### src/rtl/pfc_pkg.sv
package pfc_pkg;

  typedef enum logic [1:0] {
    FC_OFF  = 2'd0,
    FC_RX   = 2'd1,
    FC_TX   = 2'd2,
    FC_BOTH = 2'd3
  } fc_mode_e;

  typedef struct packed {
    logic pause;
    logic asym;
  } adv_t;

  localparam int CTRL_BITS = 2;

endpackage

### src/rtl/pfc_req_decode.sv
module pfc_req_decode
  import pfc_pkg::*;
#(
  parameter int REQ_W = 3
) (
  input  logic [REQ_W-1:0] req,
  output fc_mode_e         mode,
  output logic             legal
);
  localparam logic [REQ_W-1:0] LAST_DIRECT = REQ_W'(3);
  localparam logic [REQ_W-1:0] AUTO_CODE   = REQ_W'(4);

  always_comb begin
    legal = 1'b1;
    mode  = FC_OFF;
    if (req <= LAST_DIRECT) begin
      mode = fc_mode_e'(req[1:0]);
    end else if (req == AUTO_CODE) begin
      mode = FC_BOTH;
    end else begin
      legal = 1'b0;
    end
  end
endmodule

### src/rtl/pfc_adv_resolve.sv
module pfc_adv_resolve
  import pfc_pkg::*;
(
  input  adv_t     loc,
  input  adv_t     lp,
  input  fc_mode_e want,
  input  logic     full_dup,
  output fc_mode_e mode
);
  logic sym_both, tx_only, rx_only;

  assign sym_both = loc.pause & lp.pause;
  assign tx_only  = ~loc.pause & loc.asym & lp.pause & lp.asym;
  assign rx_only  = loc.pause & loc.asym & ~lp.pause & lp.asym;

  always_comb begin
    if (sym_both) begin
      mode = (want == FC_BOTH) ? FC_BOTH : FC_RX;
    end else if (tx_only) begin
      mode = FC_TX;
    end else if (rx_only) begin
      mode = FC_RX;
    end else begin
      mode = FC_OFF;
    end
    if (!full_dup) mode = FC_OFF;
  end
endmodule

### src/rtl/pfc_ctrl_reg.sv
module pfc_ctrl_reg
  import pfc_pkg::*;
(
  input  logic     clk,
  input  logic     rst_n,
  input  logic     load,
  input  logic     bad,
  input  fc_mode_e mode_in,
  output logic     tx_en,
  output logic     rx_en,
  output logic     done,
  output logic     err
);
  logic [CTRL_BITS-1:0] bits_q;

  for (genvar i = 0; i < CTRL_BITS; i++) begin : g_bit
    always_ff @(posedge clk or negedge rst_n) begin
      if (!rst_n)    bits_q[i] <= 1'b0;
      else if (load) bits_q[i] <= mode_in[i];
    end
  end

  always_ff @(posedge clk or negedge rst_n) begin
    if (!rst_n) begin
      done <= 1'b0;
      err  <= 1'b0;
    end else begin
      done <= load;
      err  <= bad;
    end
  end

  assign rx_en = bits_q[0];
  assign tx_en = bits_q[1];
endmodule

### src/rtl/pause_fc_resolver.sv
module pause_fc_resolver
  import pfc_pkg::*;
#(
  parameter int REQ_W = 3
) (
  input  logic             clk,
  input  logic             rst_n,
  input  logic             autoneg_en,
  input  logic             an_complete,
  input  logic             full_duplex,
  input  logic             loc_pause,
  input  logic             loc_asym,
  input  logic             lp_pause,
  input  logic             lp_asym,
  input  logic [REQ_W-1:0] req_mode,
  input  logic             resolve_stb,
  input  logic             force_stb,
  output logic             tx_pause_en,
  output logic             rx_pause_en,
  output logic             done,
  output logic             cfg_err
);
  fc_mode_e req_dec, neg_mode, next_mode;
  logic     req_ok, res_go, frc_go, any_go;
  adv_t     loc_adv, lp_adv;

  assign loc_adv = '{pause: loc_pause, asym: loc_asym};
  assign lp_adv  = '{pause: lp_pause,  asym: lp_asym};

  pfc_req_decode #(.REQ_W(REQ_W)) u_dec (
    .req   (req_mode),
    .mode  (req_dec),
    .legal (req_ok)
  );

  pfc_adv_resolve u_res (
    .loc      (loc_adv),
    .lp       (lp_adv),
    .want     (req_dec),
    .full_dup (full_duplex),
    .mode     (neg_mode)
  );

  // Resolve needs negotiation on and finished; force needs it off.
  assign res_go    = resolve_stb & autoneg_en & an_complete;
  assign frc_go    = force_stb & ~autoneg_en;
  assign any_go    = res_go | frc_go;
  assign next_mode = frc_go ? req_dec : neg_mode;

  pfc_ctrl_reg u_reg (
    .clk     (clk),
    .rst_n   (rst_n),
    .load    (any_go & req_ok),
    .bad     (any_go & ~req_ok),
    .mode_in (next_mode),
    .tx_en   (tx_pause_en),
    .rx_en   (rx_pause_en),
    .done    (done),
    .err     (cfg_err)
  );
endmodule

### config.mk
export PLATFORM = sky130hd
export DESIGN_NAME = pause_fc_resolver
export DESIGN_NICKNAME = d
export VERILOG_FILES = /design/src/rtl/pfc_pkg.sv /design/src/rtl/pfc_req_decode.sv /design/src/rtl/pfc_adv_resolve.sv /design/src/rtl/pfc_ctrl_reg.sv /design/src/rtl/pause_fc_resolver.sv
export SDC_FILE = /design/constraint.sdc
export NUM_CORES = 1
export LEC_CHECK = 0
export CAP_MARGIN = 20
export CORE_AREA = 2 2 39 41
export DETAILED_ROUTE_END_ITERATION = 8
export DIE_AREA = 0 0 41 43
export MAX_ROUTING_LAYER = met4
export SYNTH_ARGS = -nofsm -noshare
export SYNTH_HDL_FRONTEND = slang
export SYNTH_SLANG_ARGS = --single-unit
### constraint.sdc
create_clock -name clk -period 0.8 [get_ports clk]
set_input_delay 0.24 -clock clk [delete_from_list [all_inputs] [get_ports clk]]
set_output_delay 0.24 -clock clk [all_outputs]
set_load 0.005 [all_outputs]
* Word-level counts from Yosys, hierarchy flattened
Cells that the tools add are included.
** Storage, ports and cells
- Flip-flop bits (word level) :: 4
- Output and inout port bits :: 4
- Word-level logic and storage cells :: 34
** Operators by class
- $lt $le $gt $ge :: 1
- Equality and inequality tests :: 2
- Mux-type cells :: 10
- Bitwise logic cells :: 17
** Operators with widths (number)
- $mux 2 :: 7
- $and 1x1->1 :: 12
- $not 1->1 :: 4
- $eq 3x3->1 const B :: 1
- $le 3x2->1 const B :: 1
- $mux 1 :: 3
- $eq 2x2->1 const B :: 1
- $or 1x1->1 :: 1

* Depth between registers and ports, before layout
- Word-level depth :: 8
- Gate-level depth with buffers :: 4

* By module
From an unflattened synthesis, not the netlist that was laid out.
** Second synthesis, totals
- Cells, all modules :: 25
- Area total of the unflattened synthesis :: 265.3 sq um
** By module, submodules not included
- pfc_ctrl_reg :: instances 1, cells each 6, area an instance 122.6 sq um, seq. area each 100.1 sq um
- pause_fc_resolver :: instances 1, cells each 6, area an instance 61.3 sq um, seq. area each 0.0 sq um
- pfc_adv_resolve :: instances 1, cells each 7, area an instance 50.0 sq um, seq. area each 0.0 sq um
- pfc_req_decode :: instances 1, cells each 6, area an instance 31.3 sq um, seq. area each 0.0 sq um

* Least setup slack after synthesis
No wires, ideal clock.
- Kind :: input port to flip-flop
- From :: input port req_mode[1]
- To :: register u_reg.bits_q[0] (netlist: u_reg.rx_en)
- Setup time :: 0.125 ns
- Arrival :: 0.981 ns
- Required time :: 0.675 ns
- Slack :: -0.306 ns
- Stages on the path :: 3
- Buffers on the path :: 0
- Path through :: o21ai_0 nor2b_4 mux2_4
** On the way
- Cells in the longest elaborated chain, start to end :: 4
- Elaborated cells on any way between the ends :: 8
- Classes of those cells :: 1 x order compare; 1 x eq/ne; 5 x mux; 1 x bitwise
** Ends and longest elaborated chain
- start, declared :: RTL line pause_fc_resolver.sv:15 : input logic [REQ_W-1:0] req_mode,
- branches (longest 2 deep; another with $le 3x2->1)
- $mux 1 * :: RTL line pfc_req_decode.sv:16 : if (req <= LAST_DIRECT) begin
- $and 1x1->1 * :: RTL line pause_fc_resolver.sv:53 : .load (any_go & req_ok),
- named net u_reg.load :: RTL line pfc_ctrl_reg.sv:6 : input logic load,
- end signal, assigned by index :: RTL line pfc_ctrl_reg.sv:19 : else if (load) bits_q[i] <= mode_in[i];
- end, declared :: RTL line pfc_ctrl_reg.sv:14 : logic [CTRL_BITS-1:0] bits_q;
Mark *: on every way through the listed nets, which the timed path passes.
A chain may end at the register's enable or synchronous reset.

* Worst setup path after layout
- From :: input port autoneg_en
- To :: register u_reg.bits_q[0] (netlist: u_reg.rx_en)
** On the way
- Cells in the longest elaborated chain, start to end :: 4
- Elaborated cells on any way between the ends :: 7
- Classes of those cells :: 1 x mux; 6 x bitwise
** Ends and longest elaborated chain
- start, declared :: RTL line pause_fc_resolver.sv:8 : input logic autoneg_en,
- $and 1x1->1 / $not 1->1 (equally long branches) :: RTL line pause_fc_resolver.sv:45, pause_fc_resolver.sv:46
- $and 1x1->1, on equally long branches :: RTL line pause_fc_resolver.sv:45, pause_fc_resolver.sv:46
- $or 1x1->1 * :: RTL line pause_fc_resolver.sv:47 : assign any_go = res_go | frc_go;
- $and 1x1->1 * :: RTL line pause_fc_resolver.sv:53
- named net u_reg.load :: RTL line pfc_ctrl_reg.sv:6
Mark *: on every way through the listed nets, which the timed path passes. The rest lies on a longest branch.

==> impl_results.md <==
* Leakage power figure at 0.000241 uW
* Cell row count at 14
* Mean post-synth cell area at 9.91 um2
* Die extent in y at 43 um
* RSZ-0062 raised after global routing: yes
* Count of routing violations after the opening detailed-route iteration at 0
* Total of buffers placed on input and output ports at 17
* Actual transition at the worst max-transition pin at 0.183 ns
* Number of standard cells after synthesis at 24
* Comb power frac at 33.8%
* Total number of nets in the final design at 66
* Clock Skews at 0 ns
* Number of maximum-capacitance constraint violations at 0
* Via count of the first global-routing pass at 307
* Final routed wirelength across all metal layers at 591 um
* Area fraction of the dominant cell type after synthesis at 42.1%
* Hold violation count in the final report at 0
* Count of synthesis-stage warnings from yosys at 0
* Commonest cells after routing, fill and taps aside: 6 x sky130_fd_sc_hd__buf_2, 5 x sky130_fd_sc_hd__clkdlybuf4s15_1, 5 x sky130_fd_sc_hd__buf_6
* Most common cell after layout, fill and taps aside: sky130_fd_sc_hd__buf_2
* Pre-CTS WS at -0.781 ns
* Register clock-pin slew on the reported worst setup and hold paths at 0.04 ns
* Maximum number of pins on one net before global-route repair at 6
* Clock latency on the worst-skew pair at 0.23 ns
* Post-synthesis cell area at 238 um2
* Ant diodes at 0
* Largest cells by area after synthesis: sky130_fd_sc_hd__dfrtp_1 42%, sky130_fd_sc_hd__a21oi_1 8.4%, sky130_fd_sc_hd__nand3_1 6.3%
* Data required time at the worst endpoint at 0.91 ns
* CTS tree: built
* Share of total power consumed by net switching at 23.4%
* Arrival time of data at the critical path endpoint at 1.08 ns
* Power per cell area at 1410 mW/mm2
* Global-route congestion overflow total at 0
* Htree depth at 1
* Net switching power of the design at 169 uW
* Starting density of the core at 17.2%
* Highest achievable clock rate at 1.03 GHz
* Antenna violations before repair at 0
* Worst-case headroom to the max-slew limit at 87.8%
* Standard cell core area at 0.00138 mm2
* Half-perimeter wire length after placement at 468 um
* Share of cells above drive strength 1 at 58.0%
* First-pass DRT Iterations at 1
* Number of distinct library cells after synthesis at 14
* Via Count at 273
* Critical path capture point type: flip-flop
* #FFs+latches synth at 4
* Inst Count DP at 61
* Min Tclk post-route at 0.969 ns
* Clock tree buffer depth at 2
* Horizontal extent of the die at 41 um
* Number of nets in the synthesized netlist at 38
* Total of endpoints with negative setup slack in the final report at 6
* DR DRC count at 0
* Total clock buffers created by CTS at 3
* Peak fanout along the critical path at 4
* Class of the worst hold path: in -> async
* Setup WS post-layout at -0.169 ns
* Placed Area at 468 um2
* Violated checks: setup timing
* Via density per instance at 4.14
* Total die area at 0.00176 mm2
* Proportion of power drawn by flip-flops and latches at 32.7%
* Clock root buffer: sky130_fd_sc_hd__clkbuf_4
* Maximum vdd drop at 0.396 mV
* Run status: complete, but fails checks
* Area leader, netlist: sky130_fd_sc_hd__dfrtp_1
* Count of placed standard cells in the final layout, fillers left out at 66
* Detail-routed net length per standard cell at 8.95 um
* Fin crit share at 121%
* Kind of critical path: in -> reg
* Remaining number of nets flagged by the antenna check after routing at 0
* Pins over their slew limit at 0
* Clock network fraction of total power at 33.5%
* Internal power at 553 uW
* Clock tree sinks at 4
* Ports placed on the boundary at 18
* First-pass GRT wire length at 1060 um
* Final estimated routing congestion in global placement at 0.654
* Layout overhead on the synthesized area at 115%
* Kind of start point of the critical path: input pin
* Sequential area share after synthesis at 42.1%
* Design area at 510 um2
* Overall track demand over capacity in global routing at 9.17%
-- cell type report --
type	count	area, um2
timing repair buffer	23	194
fill	150	873
tap	16	20.0
sequential	4	100
multi-input combinational	20	174
clock buffer	3	22.5
-- repair_timing --
item	CTS	global route
setup endpoints to repair	8	6
pin swaps	8	5
hold buffers	0	0
resized for setup	56	4
setup buffers	3	0
-- stage by stage --
step	power (uW)	setup TNS [ns]	hold slack, ns	util (%)
final	722	-0.826	0.211	36.9
after detailed placement	486	-3.36	0.454	33.8
after CTS	744	-0.927	0.208	36.7
after floorplan	318	-0.428	-0.0556	-
after global placement	482	-3.29	0.451	33.8
after global routing	775	-0.987	0.229	36.9
-- synth_stat cells --
library cell,count
sky130_fd_sc_hd__and2_1,1
sky130_fd_sc_hd__o22ai_1,1
sky130_fd_sc_hd__dfrtp_1,4
sky130_fd_sc_hd__o32a_1,1
sky130_fd_sc_hd__mux2_4,1
sky130_fd_sc_hd__a22oi_1,1
sky130_fd_sc_hd__nor2b_1,1
sky130_fd_sc_hd__nor2_1,3
sky130_fd_sc_hd__o21ai_0,1
sky130_fd_sc_hd__a211oi_1,1
sky130_fd_sc_hd__nor2b_4,1
sky130_fd_sc_hd__a21oi_1,4
sky130_fd_sc_hd__nand3_1,3
sky130_fd_sc_hd__nand2b_4,1
-- per-layer routing --
metal	global-route usage, %	vias up	share of wire [%]
met5	-	-	0
met4	8.00	0	0
met3	1.57	0	11
met2	14.4	9	54
met1	9.03	121	35
li1	-	143	-
-- logic make-up after synthesis --
group           synth area share, %
mux                            6.31
simple gates                   27.9
flops                          42.1
compound gates                 23.7
-- path summary, 6_finish.rpt --
kind | slack (ns) | from | cells past startpoint | end
worst max-delay path | -0.17 | autoneg_en | 5 | u_reg.rx_en$_DFFE_PN0P_
max in group asynchronous | 0.42 | rst_n | 1 | u_reg.tx_en$_DFFE_PN0P_
worst max register to register | -0.08 | u_reg.tx_en$_DFFE_PN0P_ | 3 | u_reg.tx_en$_DFFE_PN0P_
min in group clk | 0.27 | req_mode[1] | 3 | u_reg.err$_DFF_PN0_
worst min-delay path | 0.21 | rst_n | 1 | u_reg.done$_DFF_PN0_
worst min register to register | 0.59 | u_reg.rx_en$_DFFE_PN0P_ | 2 | u_reg.rx_en$_DFFE_PN0P_
-- power by group through the flow --
stage	logic, uW	clock network [uW]	registers [uW]
4_1_cts	254	253	237
2_1_floorplan	74.3	0	243
3_5_place_dp	244	0	242
5_1_grt	271	264	240
6_report	244	242	236
3_3_place_gp	244	0	239
-- critical path, cell delays in order --
cell                       delay, ns
sky130_fd_sc_hd__buf_6          0.09
sky130_fd_sc_hd__nand2b_4       0.14
sky130_fd_sc_hd__and2_4         0.17
sky130_fd_sc_hd__nor2b_4        0.13
sky130_fd_sc_hd__mux2_4         0.30
-- registers in the layout, summed over array words and instances (netlist names) --
register and cells:
u_reg.tx_en 1, u_reg.err 1, u_reg.done 1, u_reg.rx_en 1
Note: power is estimated with default switching activity, not from simulation.
